[config.mk]
export PLATFORM = sky130hd
export DESIGN_NAME = commit_arbiter
export DESIGN_NICKNAME = d
export VERILOG_FILES = /design/src/rtl/commit_arbiter.sv
export SDC_FILE = /design/constraint.sdc
export NUM_CORES = 1
export LEC_CHECK = 0
export BUFFER_PORTS_ARGS = -buffer_cell sky130_fd_sc_hd__buf_2
export CORE_MARGIN = 5
export CORE_UTILIZATION = 27
export CTS_BUF_LIST = sky130_fd_sc_hd__clkbuf_4
export DETAILED_ROUTE_END_ITERATION = 16
export GPL_TIMING_DRIVEN = 0
export REMOVE_ABC_BUFFERS = 1
export SKIP_CTS_REPAIR_TIMING = 1
export SLEW_MARGIN = 5
export SYNTH_ARGS = -nofsm -noshare
export SYNTH_HDL_FRONTEND = slang
export SYNTH_SLANG_ARGS = --single-unit
[constraint.sdc]
create_clock -name clk -period 13.9 [get_ports clk]
set_input_delay 3.475 -clock clk [delete_from_list [all_inputs] [get_ports clk]]
set_output_delay 3.475 -clock clk [all_outputs]
set_load 0.03 [all_outputs]
[src/rtl/commit_arbiter.sv]
module commit_arbiter #(
  parameter int NTHR = 4,
  parameter int SEQW = 8,
  localparam int IDXW = (NTHR > 1) ? $clog2(NTHR) : 1
) (
  input  logic                   clk,
  input  logic                   rst_n,
  input  logic [1:0]             policy,
  input  logic [3*NTHR-1:0]      thr_status,
  input  logic [NTHR-1:0]        thr_empty,
  input  logic [NTHR-1:0]        thr_ready,
  input  logic [SEQW*NTHR-1:0]   thr_seq,
  input  logic                   grant_take,
  output logic                   grant_valid,
  output logic [IDXW-1:0]        grant_idx
);
  localparam logic [2:0] ST_IDLE  = 3'd0;
  localparam logic [2:0] ST_RUN   = 3'd1;
  localparam logic [2:0] ST_FTRAP = 3'd4;
  localparam logic [1:0] POL_RR   = 2'd1;

  logic [NTHR-1:0] base_ok;
  logic [NTHR-1:0] rr_ok;
  logic [NTHR-1:0] old_ok;

  for (genvar i = 0; i < NTHR; i++) begin : g_elig
    logic [2:0] st;
    assign st        = thr_status[3*i +: 3];
    assign base_ok[i] = (st == ST_IDLE) || (st == ST_RUN);
    assign rr_ok[i]  = base_ok[i] && thr_ready[i];
    assign old_ok[i] = (base_ok[i] || st == ST_FTRAP) && thr_ready[i] && !thr_empty[i];
  end

  if (NTHR == 1) begin : g_one
    logic unused_in;
    assign unused_in   = ^{clk, rst_n, policy, thr_empty, thr_ready, thr_seq, grant_take, rr_ok};
    assign grant_valid = base_ok[0] || (thr_status[2:0] == ST_FTRAP);
    assign grant_idx   = '0;

    always_comb begin
      a_r10_single: assert (grant_valid == (thr_status[2:0] <= 3'd1 || thr_status[2:0] == 3'd4));
    end
  end else begin : g_multi
    logic [IDXW-1:0] lst [NTHR];
    logic            r_hit, o_hit;
    logic [IDXW-1:0] r_pos, r_idx, o_idx;
    logic [SEQW-1:0] o_seq;
    logic [NTHR-1:0] seen;
    logic            use_rr;

    assign use_rr = (policy == POL_RR);

    always_comb begin
      r_hit = 1'b0;
      r_pos = '0;
      r_idx = '0;
      for (int p = 0; p < NTHR; p++) begin
        if (!r_hit && rr_ok[lst[p]]) begin
          r_hit = 1'b1;
          r_pos = IDXW'(p);
          r_idx = lst[p];
        end
      end
    end

    always_comb begin
      o_hit = 1'b0;
      o_idx = '0;
      o_seq = '0;
      for (int i = 0; i < NTHR; i++) begin
        if (old_ok[i] && (!o_hit || thr_seq[SEQW*i +: SEQW] < o_seq)) begin
          o_hit = 1'b1;
          o_idx = IDXW'(i);
          o_seq = thr_seq[SEQW*i +: SEQW];
        end
      end
    end

    assign grant_valid = use_rr ? r_hit : o_hit;
    assign grant_idx   = use_rr ? r_idx : o_idx;

    // ascending order out of reset; R4/R5: rotate only on a taken round-robin grant
    always_ff @(posedge clk) begin
      if (!rst_n) begin
        for (int p = 0; p < NTHR; p++) lst[p] <= IDXW'(p);
      end else if (grant_take && use_rr && r_hit) begin
        for (int p = 0; p < NTHR - 1; p++)
          if (p >= int'(r_pos)) lst[p] <= lst[p+1];
        lst[NTHR-1] <= r_idx;
      end
    end

    always_comb begin
      seen = '0;
      for (int p = 0; p < NTHR; p++) seen[lst[p]] = 1'b1;
    end

    a_r4_list_perm: assert property (@(posedge clk) disable iff (!rst_n)
      $countones(seen) == NTHR);
    a_r4_winner_to_back: assert property (@(posedge clk) disable iff (!rst_n)
      (grant_take && use_rr && grant_valid) |=> (lst[NTHR-1] == $past(grant_idx)));
    a_r5_hold_list: assert property (@(posedge clk) disable iff (!rst_n)
      (!(grant_take && use_rr)) |=> $stable(lst[0]) && $stable(lst[NTHR-1]));
    a_r2_rr_eligible: assert property (@(posedge clk) disable iff (!rst_n)
      (use_rr && grant_valid) |-> thr_ready[grant_idx] && thr_status[3*grant_idx +: 3] <= 3'd1);
    a_r6_old_eligible: assert property (@(posedge clk) disable iff (!rst_n)
      (!use_rr && grant_valid) |-> thr_ready[grant_idx] && !thr_empty[grant_idx]);
    a_r9_none: assert property (@(posedge clk) disable iff (!rst_n)
      (thr_ready == '0) |-> !grant_valid && grant_idx == '0);
  end
endmodule

==> flow_summary.toml, run 1 <==
[status]
status = "completed"

[synth]
yosysUniqueCellTypes = 48
fraction_of_the_mapped_netlist_area_in_compound_gates_pct = 26.2
synthArstFlopShare_pct = 0
ys.warnings.count = 0
synth.yosys.seq_area_share_pct = 15.6
synth_top_flop_cell = "sky130_fd_sc_hd__edfxtp_1"
dominant_combinational_cell_family_by_area_after_synthesis = "compound AO/OA/AOI/OAI gates"
yosys_register_bits = 8
post_synth_mux_area_share_pct = 11.5
syn-cell-area_um2 = 1540
yosys.area_share.simple_pct = 24.2
syn_area_per_cell_um2 = 8.66
post_synth_main_area_contributors = "sky130_fd_sc_hd__ha_1 17%, sky130_fd_sc_hd__edfxtp_1 16%, sky130_fd_sc_hd__mux2_2 5.8%"
synth_edf_count = 8
yosysTopAreaCell = "sky130_fd_sc_hd__ha_1"
synth_adder_area_share_pct = 17.0
post-synth-top-count-cell = "sky130_fd_sc_hd__ha_1"
ys_top_cells_by_count = "21 x sky130_fd_sc_hd__ha_1, 18 x sky130_fd_sc_hd__nand2_1, 17 x sky130_fd_sc_hd__nor2_1"
synth_top_area_share_pct = 17.0
synthesis.instances = 178
post_synth_xor_area_fraction_pct = 0

[min_path]
hold_path_class = "register to register"
worstHoldStart = "g_multi.lst[3][1]"
hold_depth = 1

[timing]
finalClockSkew_ns = 0.00262
highest_clock_rate_mhz = 74.9
max-slew-margin-rel_pct = 63.9
timing.final.crit_share_pct = 96.1
layout_min_cycle_time_ns = 13.36
whs_ns = 0.602
hold_viol_final = 0
setup_violations = 0
rsz0062_at_grt = "no"
fin_tns_setup_ns = 0
worst_margin_pin_slew_ns = 0.540
timing.final.max_slew_violations = 0
postLayoutSetupSlackWorst_ns = 0.544

[die]
rows = 27
starting_density_pct = 27.8
design.die.area_um2 = 7320
placeableCoreArea_um2 = 5540
ios = 60
chipHeight_um = 85.6
horizontal_extent_of_the_die_um = 85.6

[drt]
first_iter_violations = 77
via_per_inst = 4.95
dr.pass1.iters = 4
drc = 0
detail_route.wirelength_um = 4090
route.vias.total = 1531
post_route_antenna_net_violation_count = 0
wire_per_inst_um = 13.2

[finish]
finish.utilization_pct = 34.8
largest_register_ffs = 8
diodes = 0
design.final.nets = 317
layout_top_registers = "g_multi.lst (8)"
share_of_final_layout_standard_cells_stronger_than_drive_strength_1_pct = 37.6
largest_reg_by_ff_count = "g_multi.lst"
synthToLayoutAreaGrowth_pct = 25.2

[clock_tree]
worstSkewPairLatency_ns = 0.25
ctsHtreeMaxLevel = 1
clock_path_buffers = 2
clk_pin_slew_ns = 0.05
cts_root_buf = "sky130_fd_sc_hd__clkbuf_4"
clock_sinks = 8
cts_inserted_buffers = 3
clock_tree_from_tritoncts = "done"

[global_routing]
grt_start_max_net_pins = 16
global_route.overflow_total = 0
grt_first_pass_wirelength_um = 6800
initial_antenna_violation_count = 0
grt_util_all_layers_pct = 11.4
first_global_vias = 1552

[power]
static-leakage-power_nw = 0.815
clock_power_share_pct = 19.1
net-switching-power_mw = 0.0317
combinationalPowerShare_pct = 49.7
internal-power_mw = 0.0581
report.power.total_mw = 0.0898
power.density_nw_per_um2 = 46.5
seq_power_share_pct = 31.2
vdd_ir_drop_max_mv = 0.0228
power_switching_share_pct = 35.3

[place]
detailedPlacementHpwl_um = 3660
io_buffers = 59
finalWeightedCongestion = 0.795
preCtsSetupSlack_ns = 0.0578

[worst_setup_path]
crit_slowest_cell = "sky130_fd_sc_hd__or4b_1"
crit_path_frequent_cell = "sky130_fd_sc_hd__ha_1"
setup.worst_path.start = "thr_status[1]"
worstSetupPathType = "primary input to output pin"
critical-path-max-stage-delay_ns = 0.49
r2r.worst_path.cells = 4
cp-end-kind = "output pin"
rr_startpoint = "g_multi.lst[0][0]"
critPathMaxFanout = 15
crit_required_ns = 10.43
crit_arrival_ns = 9.88
worstSetupStartpointType = "primary input"

[run]
timing.max_cap.violations = 0
==> metal layers <==
layer	up-vias	global-route usage, %	part of all wire (%)
met3	4	3.75	6.1
li1	802	-	-
met2	33	18.9	47
met5	-	0	0
met1	692	14.5	46
met4	0	2.45	1.1
==> layout make-up <==
type | instances | area (um2)
Fill cell | 614 | 3610
Multi-Input combinational cell | 153 | 1230
Timing Repair Buffer | 59 | 295
Sequential cell | 8 | 240
Tap cell | 72 | 90.1
Inverter | 14 | 52.6
Clock buffer | 3 | 22.5
==> power by group through the flow <==
stage	registers (mW)	clock network [mW]	logic [mW]
after floorplan	0.0282	0	0.0280
after global placement	0.0285	0	0.0439
after detailed placement	0.0285	0	0.0446
after CTS	0.0280	0.0178	0.0448
after global routing	0.0281	0.0197	0.0510
final	0.0280	0.0172	0.0446
==> cells by family after synthesis <==
group                      after synthesis
DFF                                      8
adders and majority gates               21
muxes                                   13
and+or+nand+nor                         68
buffers and inverters                   17
AOI/OAI and AO/OA                       51
==> critical path: cells and delay by family <==
family | cells | cell delay, ns
compound gates | 13 | 3.02
fa+ha+maj | 3 | 0.87
buf+inv | 2 | 0.33
mux | 1 | 0.40
simple gates | 7 | 1.76
==> cell usage in the layout (no fill, tap or decap), drive strengths merged, types with 4 or more instances in the layout <==
master	count
o21ai	8
ha	21
nor2	17
nor3b	8
nand2	18
inv	14
o31ai	4
mux2	8
and2	4
a22oi	4
or3b	5
a21oi	12
a211o	4
o21a	4
buf	59
edfxtp	8
==> stage by stage <==
step                cell area [um2]  std cells
floorplan                      1510        175
global placement               1900        306
detailed placement             1900        306
CTS                            1920        309
global route                   1930        309
finish                         1930        309
==> worst paths after layout <==
path | to | slack [ns]
worst min register to register | g_multi.lst[2][1] | 0.60
worst max register to register | g_multi.lst[3][1] | 11.88
worst max-delay path | grant_idx[1] | 0.54
worst min-delay path | g_multi.lst[2][1] | 0.60
(Power assumes the default switching activity.)
==> run 2, diff against run 1 <==
CELL_PAD_IN_SITES_DETAIL_PLACEMENT = 0   (was unset)
CELL_PAD_IN_SITES_GLOBAL_PLACEMENT = 1   (was unset)
PLACE_DENSITY_LB_ADDON = 0.1   (was unset)
==> run 2 against run 1 <==
  * Global-route usage is 0.16 points higher
  * Core utilization unchanged
  * Critical path depth is the same
  * Via count down 3.3%
  * Combinational power about the same
  * Largest power group unchanged
  * Highest routed layer is now met3
  * Sequential share of layout area unchanged
  * Die area unchanged
  * Register-to-register slack is essentially flat
  * Critical endpoint unchanged
  * Final cell count stayed put
  * Non-clock buffer count stayed put
==> flow_summary.toml, run 2 (synthesis results as in run 1) <==
[worst_setup_path]
crit_arrival_ns = 9.90
crit_required_ns = 10.43
reg2reg_setup_slack_ns = 11.87
critical_path.endpoint = "grant_idx[1]"
worstSetupStartpointType = "primary input"
critPathMaxFanout = 15
worstSetupPathType = "primary input to output pin"
worst_r2r_endpoint = "g_multi.lst[3][1]"
r2r.worst_path.cells = 5
setup.worst_path.start = "thr_status[1]"
rr_startpoint = "g_multi.lst[1][1]"
cp-end-kind = "output pin"

[place]
postPlaceCellArea_um2 = 1900
dpl.cell_count = 306
io_buffers = 59
detailedPlacementHpwl_um = 3760
finalWeightedCongestion = 0.716

[finish]
share_of_final_layout_standard_cells_stronger_than_drive_strength_1_pct = 37.6
design.final.nets = 317
largest_register_ffs = 8
final_std_cells_w_o_fill = 309
combined_area_of_the_multi_input_logic_cells_um2 = 1230
post-route-cell-area_um2 = 1930
n_fill_cell = 610
diodes = 0
largest_reg_by_ff_count = "g_multi.lst"
layout_top_registers = "g_multi.lst (8)"
sequential_cell_area_um2 = 240
final_common_cell = "sky130_fd_sc_hd__buf_2"
synthToLayoutAreaGrowth_pct = 25.2
layout_common_cells = "59 x sky130_fd_sc_hd__buf_2, 21 x sky130_fd_sc_hd__ha_1, 18 x sky130_fd_sc_hd__nand2_1, 17 x sky130_fd_sc_hd__nor2_1, 14 x sky130_fd_sc_hd__inv_1"

[timing]
timing.final.crit_share_pct = 96.2
timing.final.max_slew_violations = 0
setup_violations = 0
finalClockSkew_ns = 0.00767
fin_tns_setup_ns = 0
highest_clock_rate_mhz = 74.8
max-slew-margin-rel_pct = 65.6
rsz0062_at_grt = "no"
layout_min_cycle_time_ns = 13.38
worst_margin_pin_slew_ns = 0.515
hold_viol_final = 0

[die]
chipHeight_um = 85.6
placeableCoreArea_um2 = 5540
horizontal_extent_of_the_die_um = 85.6
design.die.area_um2 = 7320
ios = 60
rows = 27
starting_density_pct = 27.8

[clock_tree]
clk_pin_slew_ns = 0.06
cts_inserted_buffers = 3
clock_path_buffers = 2
ctsHtreeMaxLevel = 1
clock_sinks = 8
worstSkewPairLatency_ns = 0.26
clock_tree_from_tritoncts = "done"
cts_root_buf = "sky130_fd_sc_hd__clkbuf_4"

[global_routing]
grt_start_max_net_pins = 16
grt_util_all_layers_pct = 11.6
first_global_vias = 1459
global_route.overflow_total = 0
grt_first_pass_wirelength_um = 6890
initial_antenna_violation_count = 0

[power]
vdd_ir_drop_max_mv = 0.0230
power.density_nw_per_um2 = 47.1
static-leakage-power_nw = 0.815
report.power.total_mw = 0.0909

[drt]
detail_route.wirelength_um = 4190
route.vias.total = 1481
drc = 0
dr.pass1.iters = 4
wire_per_inst_um = 13.6
post_route_antenna_net_violation_count = 0
first_iter_violations = 57
via_per_inst = 4.79

[min_path]
hold_path_class = "register to register"

[status]
status = "completed"

[run]
timing.max_cap.violations = 0
run 2: cell counts in the layout (fill, tap and decap cells not counted):
No cell type changed its count.
run 2: metrics by stage:
stage,hold slack (ns),utilization (%),setup slack [ns]
detailed placement,0.597,34.2,0.0637
global placement,0.601,34.2,-0.0806
global route,0.626,34.8,0.0222
finish,0.605,34.8,0.524
CTS,0.608,34.6,0.0543
floorplan,0.544,-,0.807
run 2: critical path: stages:
cell	delay, ns
sky130_fd_sc_hd__buf_2	0.11
sky130_fd_sc_hd__nor3b_1	0.27
sky130_fd_sc_hd__and2_2	0.33
sky130_fd_sc_hd__nand2_1	0.10
sky130_fd_sc_hd__ha_1	0.30
sky130_fd_sc_hd__a211o_2	0.32
sky130_fd_sc_hd__a21oi_4	0.12
sky130_fd_sc_hd__o31ai_2	0.11
sky130_fd_sc_hd__a21oi_4	0.36
sky130_fd_sc_hd__nor2_1	0.07
sky130_fd_sc_hd__a21oi_1	0.20
sky130_fd_sc_hd__ha_1	0.28
sky130_fd_sc_hd__a211o_1	0.29
sky130_fd_sc_hd__a221oi_1	0.33
sky130_fd_sc_hd__o21ai_2	0.14
sky130_fd_sc_hd__or2_2	0.38
sky130_fd_sc_hd__o31ai_4	0.14
sky130_fd_sc_hd__mux2_2	0.39
sky130_fd_sc_hd__ha_1	0.29
sky130_fd_sc_hd__a21o_1	0.18
sky130_fd_sc_hd__a211o_1	0.30
sky130_fd_sc_hd__or4b_1	0.50
sky130_fd_sc_hd__a311oi_1	0.33
sky130_fd_sc_hd__or3_1	0.16
sky130_fd_sc_hd__a2bb2oi_1	0.16
sky130_fd_sc_hd__buf_2	0.22
run 2: worst min-delay path by stage:
stage | endpoint | startpoint | cells after the start
after floorplan | g_multi.lst[2][1] | g_multi.lst[3][1] | 1
after global placement | g_multi.lst[2][1] | g_multi.lst[3][1] | 1
after detailed placement | g_multi.lst[0][0] | g_multi.lst[1][0] | 1
after CTS | g_multi.lst[2][1] | g_multi.lst[3][1] | 1
after global routing | g_multi.lst[1][0] | g_multi.lst[2][0] | 1
final | g_multi.lst[0][0] | g_multi.lst[1][0] | 1
run 2: power breakdown:
part | switching [mW] | internal [mW] | leakage, nW
Combinational | 0.0239 | 0.0209 | 0.731
Sequential | 0.000688 | 0.0273 | 0.0697
Clock | 0.00820 | 0.00990 | 0.0138
run 2: layout make-up:
cell class                 instances  area share, %
tap                               72           4.67
inverter                          14           2.72
timing repair buffer              59           15.3
sequential                         8           12.5
clock buffer                       3           1.17
multi-input combinational        153           63.7
run 2: metal layers:
metal | up-vias | share of wire [%] | GRT usage (%)
met1 | 640 | 55 | 17.9
met4 | 0 | 0 | 2.16
met3 | 0 | 5.7 | 2.79
li1 | 800 | - | -
met2 | 41 | 40 | 16.1
met5 | - | 0 | 0
==> run 3, diff against run 2 <==
CORE_ASPECT_RATIO = 0.75   (was unset)
CORE_UTILIZATION = 37   (was 27)
==> run 3 against run 2 <==
  * Clock power barely moved
  * Combinational power barely moved
  * Hold slack improved by 0.017 ns
  * Final area fell by 1.1%
  * Critical path depth did not move
  * Core utilization rose by 13 points
  * Clock-buffer cell count did not move
  * Die area fell by 24%
  * Setup slack got worse by 0.020 ns
  * Global-route usage rose by 3.3 points
  * Critical endpoint unchanged
==> flow_summary.toml, run 3 (synthesis results as in run 1) <==
[clock_tree]
cts_root_buf = "sky130_fd_sc_hd__clkbuf_4"
cts_inserted_buffers = 3
clock_sinks = 8
ctsHtreeMaxLevel = 1
clock_path_buffers = 2
clk_pin_slew_ns = 0.06
worstSkewPairLatency_ns = 0.25
clock_tree_from_tritoncts = "done"

[worst_setup_path]
worstSetupStartpointType = "primary input"
r2r.worst_path.cells = 5
crit_path_frequent_cell = "sky130_fd_sc_hd__ha_1"
critical-path-max-stage-delay_ns = 0.51
worstSetupPathType = "primary input to output pin"
crit_arrival_ns = 9.92
critPathMaxFanout = 15
crit_required_ns = 10.43
cp-end-kind = "output pin"
crit_slowest_cell = "sky130_fd_sc_hd__or4b_1"

[timing]
postLayoutSetupSlackWorst_ns = 0.504
highest_clock_rate_mhz = 74.7
worst_margin_pin_slew_ns = 0.544
max-slew-margin-rel_pct = 63.7
layout_min_cycle_time_ns = 13.40
timing.final.crit_share_pct = 96.4
timing.final.max_slew_violations = 0
setup_violations = 0
hold_viol_final = 0
rsz0062_at_grt = "no"
fin_tns_setup_ns = 0
finalClockSkew_ns = 0.00351

[global_routing]
grt_util_all_layers_pct = 14.9
grt_use_met2_pct = 20.8
initial_antenna_violation_count = 0
grtUsageMet3_pct = 2.99
grt-busiest-layer = "met1"
global_route.overflow_total = 0
global_route.usage.met1_pct = 23.5
grt_first_pass_wirelength_um = 6690
first_global_vias = 1486
grt_start_max_net_pins = 16

[place]
postPlaceCellArea_um2 = 1870
detailedPlacementHpwl_um = 3700
preCtsSetupSlack_ns = 0.0901
finalWeightedCongestion = 0.745
io_buffers = 59

[finish]
layout_common_cells = "59 x sky130_fd_sc_hd__buf_2, 21 x sky130_fd_sc_hd__ha_1, 18 x sky130_fd_sc_hd__nand2_1, 17 x sky130_fd_sc_hd__nor2_1, 14 x sky130_fd_sc_hd__inv_1"
synthToLayoutAreaGrowth_pct = 23.8
layout_top_registers = "g_multi.lst (8)"
n_fill_cell = 424
design.final.nets = 317
share_of_final_layout_standard_cells_stronger_than_drive_strength_1_pct = 37.6
final_common_cell = "sky130_fd_sc_hd__buf_2"
largest_reg_by_ff_count = "g_multi.lst"
diodes = 0
largest_register_ffs = 8
post-route-cell-area_um2 = 1910

[power]
static-leakage-power_nw = 0.815
power.density_nw_per_um2 = 47.6
vdd_ir_drop_max_mv = 0.0217
report.power.total_mw = 0.0908

[drt]
post_route_antenna_net_violation_count = 0
detail_route.wirelength_um = 4180
via_per_inst = 5.25
dr.pass1.iters = 4
first_iter_violations = 55
wire_per_inst_um = 14.3
drc = 0
route.vias.total = 1532

[die]
rows = 20
horizontal_extent_of_the_die_um = 84.5
design.die.area_um2 = 5570
placeableCoreArea_um2 = 4030
starting_density_pct = 38.3
ios = 60
chipHeight_um = 65.9

[status]
status = "completed"

[min_path]
hold_path_class = "register to register"
hold_depth = 1

[run]
timing.max_cap.violations = 0
[run 3: through the flow]
step           hold WS, ns  utilization (%)  cells
4_1_cts              0.611             47.1    292
6_report             0.622             47.4    292
3_3_place_gp         0.596             46.5    289
3_5_place_dp         0.598             46.5    289
2_1_floorplan        0.544                -    175
5_1_grt              0.649             47.4    292
[run 3: area by class of cell]
| type | count | area (um2) | share of cell area, % |
|---|---|---|---|
| inverter | 14 | 52.6 | 2.75 |
| multi-input combinational | 153 | 1230 | 64.4 |
| tap | 55 | 68.8 | 3.61 |
| sequential | 8 | 240 | 12.6 |
| clock buffer | 3 | 22.5 | 1.18 |
| timing repair buffer | 59 | 295 | 15.5 |
[run 3: metal layers]
layer  vias to the layer above  share of wire (%)
met3                         0                6.1
li1                        802                  -
met5                         -                  0
met2                        50                 37
met1                       680                 57
met4                         0                  0
[run 3: worst max-delay path: cells and delay by family]
family	cells	cell delay, ns
buffers and inverters	2	0.33
adders and majority gates	3	0.88
and+or+nand+nor	8	1.99
AOI/OAI and AO/OA	12	2.84
muxes	1	0.39
[run 3: worst paths after layout]
kind | slack (ns) | startpoint | to
hold reg to reg | 0.62 | g_multi.lst[1][0] | g_multi.lst[0][0]
setup reg to reg | 11.75 | g_multi.lst[1][1] | g_multi.lst[3][0]
setup / recovery | 0.50 | thr_status[1] | grant_idx[1]
hold / removal | 0.62 | g_multi.lst[1][0] | g_multi.lst[0][0]
[run 3: power by group]
part / switching (mW) / total [mW] / internal (mW)
Sequential: 0.000699 / 0.0280 / 0.0273
Combinational: 0.0241 / 0.0450 / 0.0209
Clock: 0.00797 / 0.0179 / 0.00989
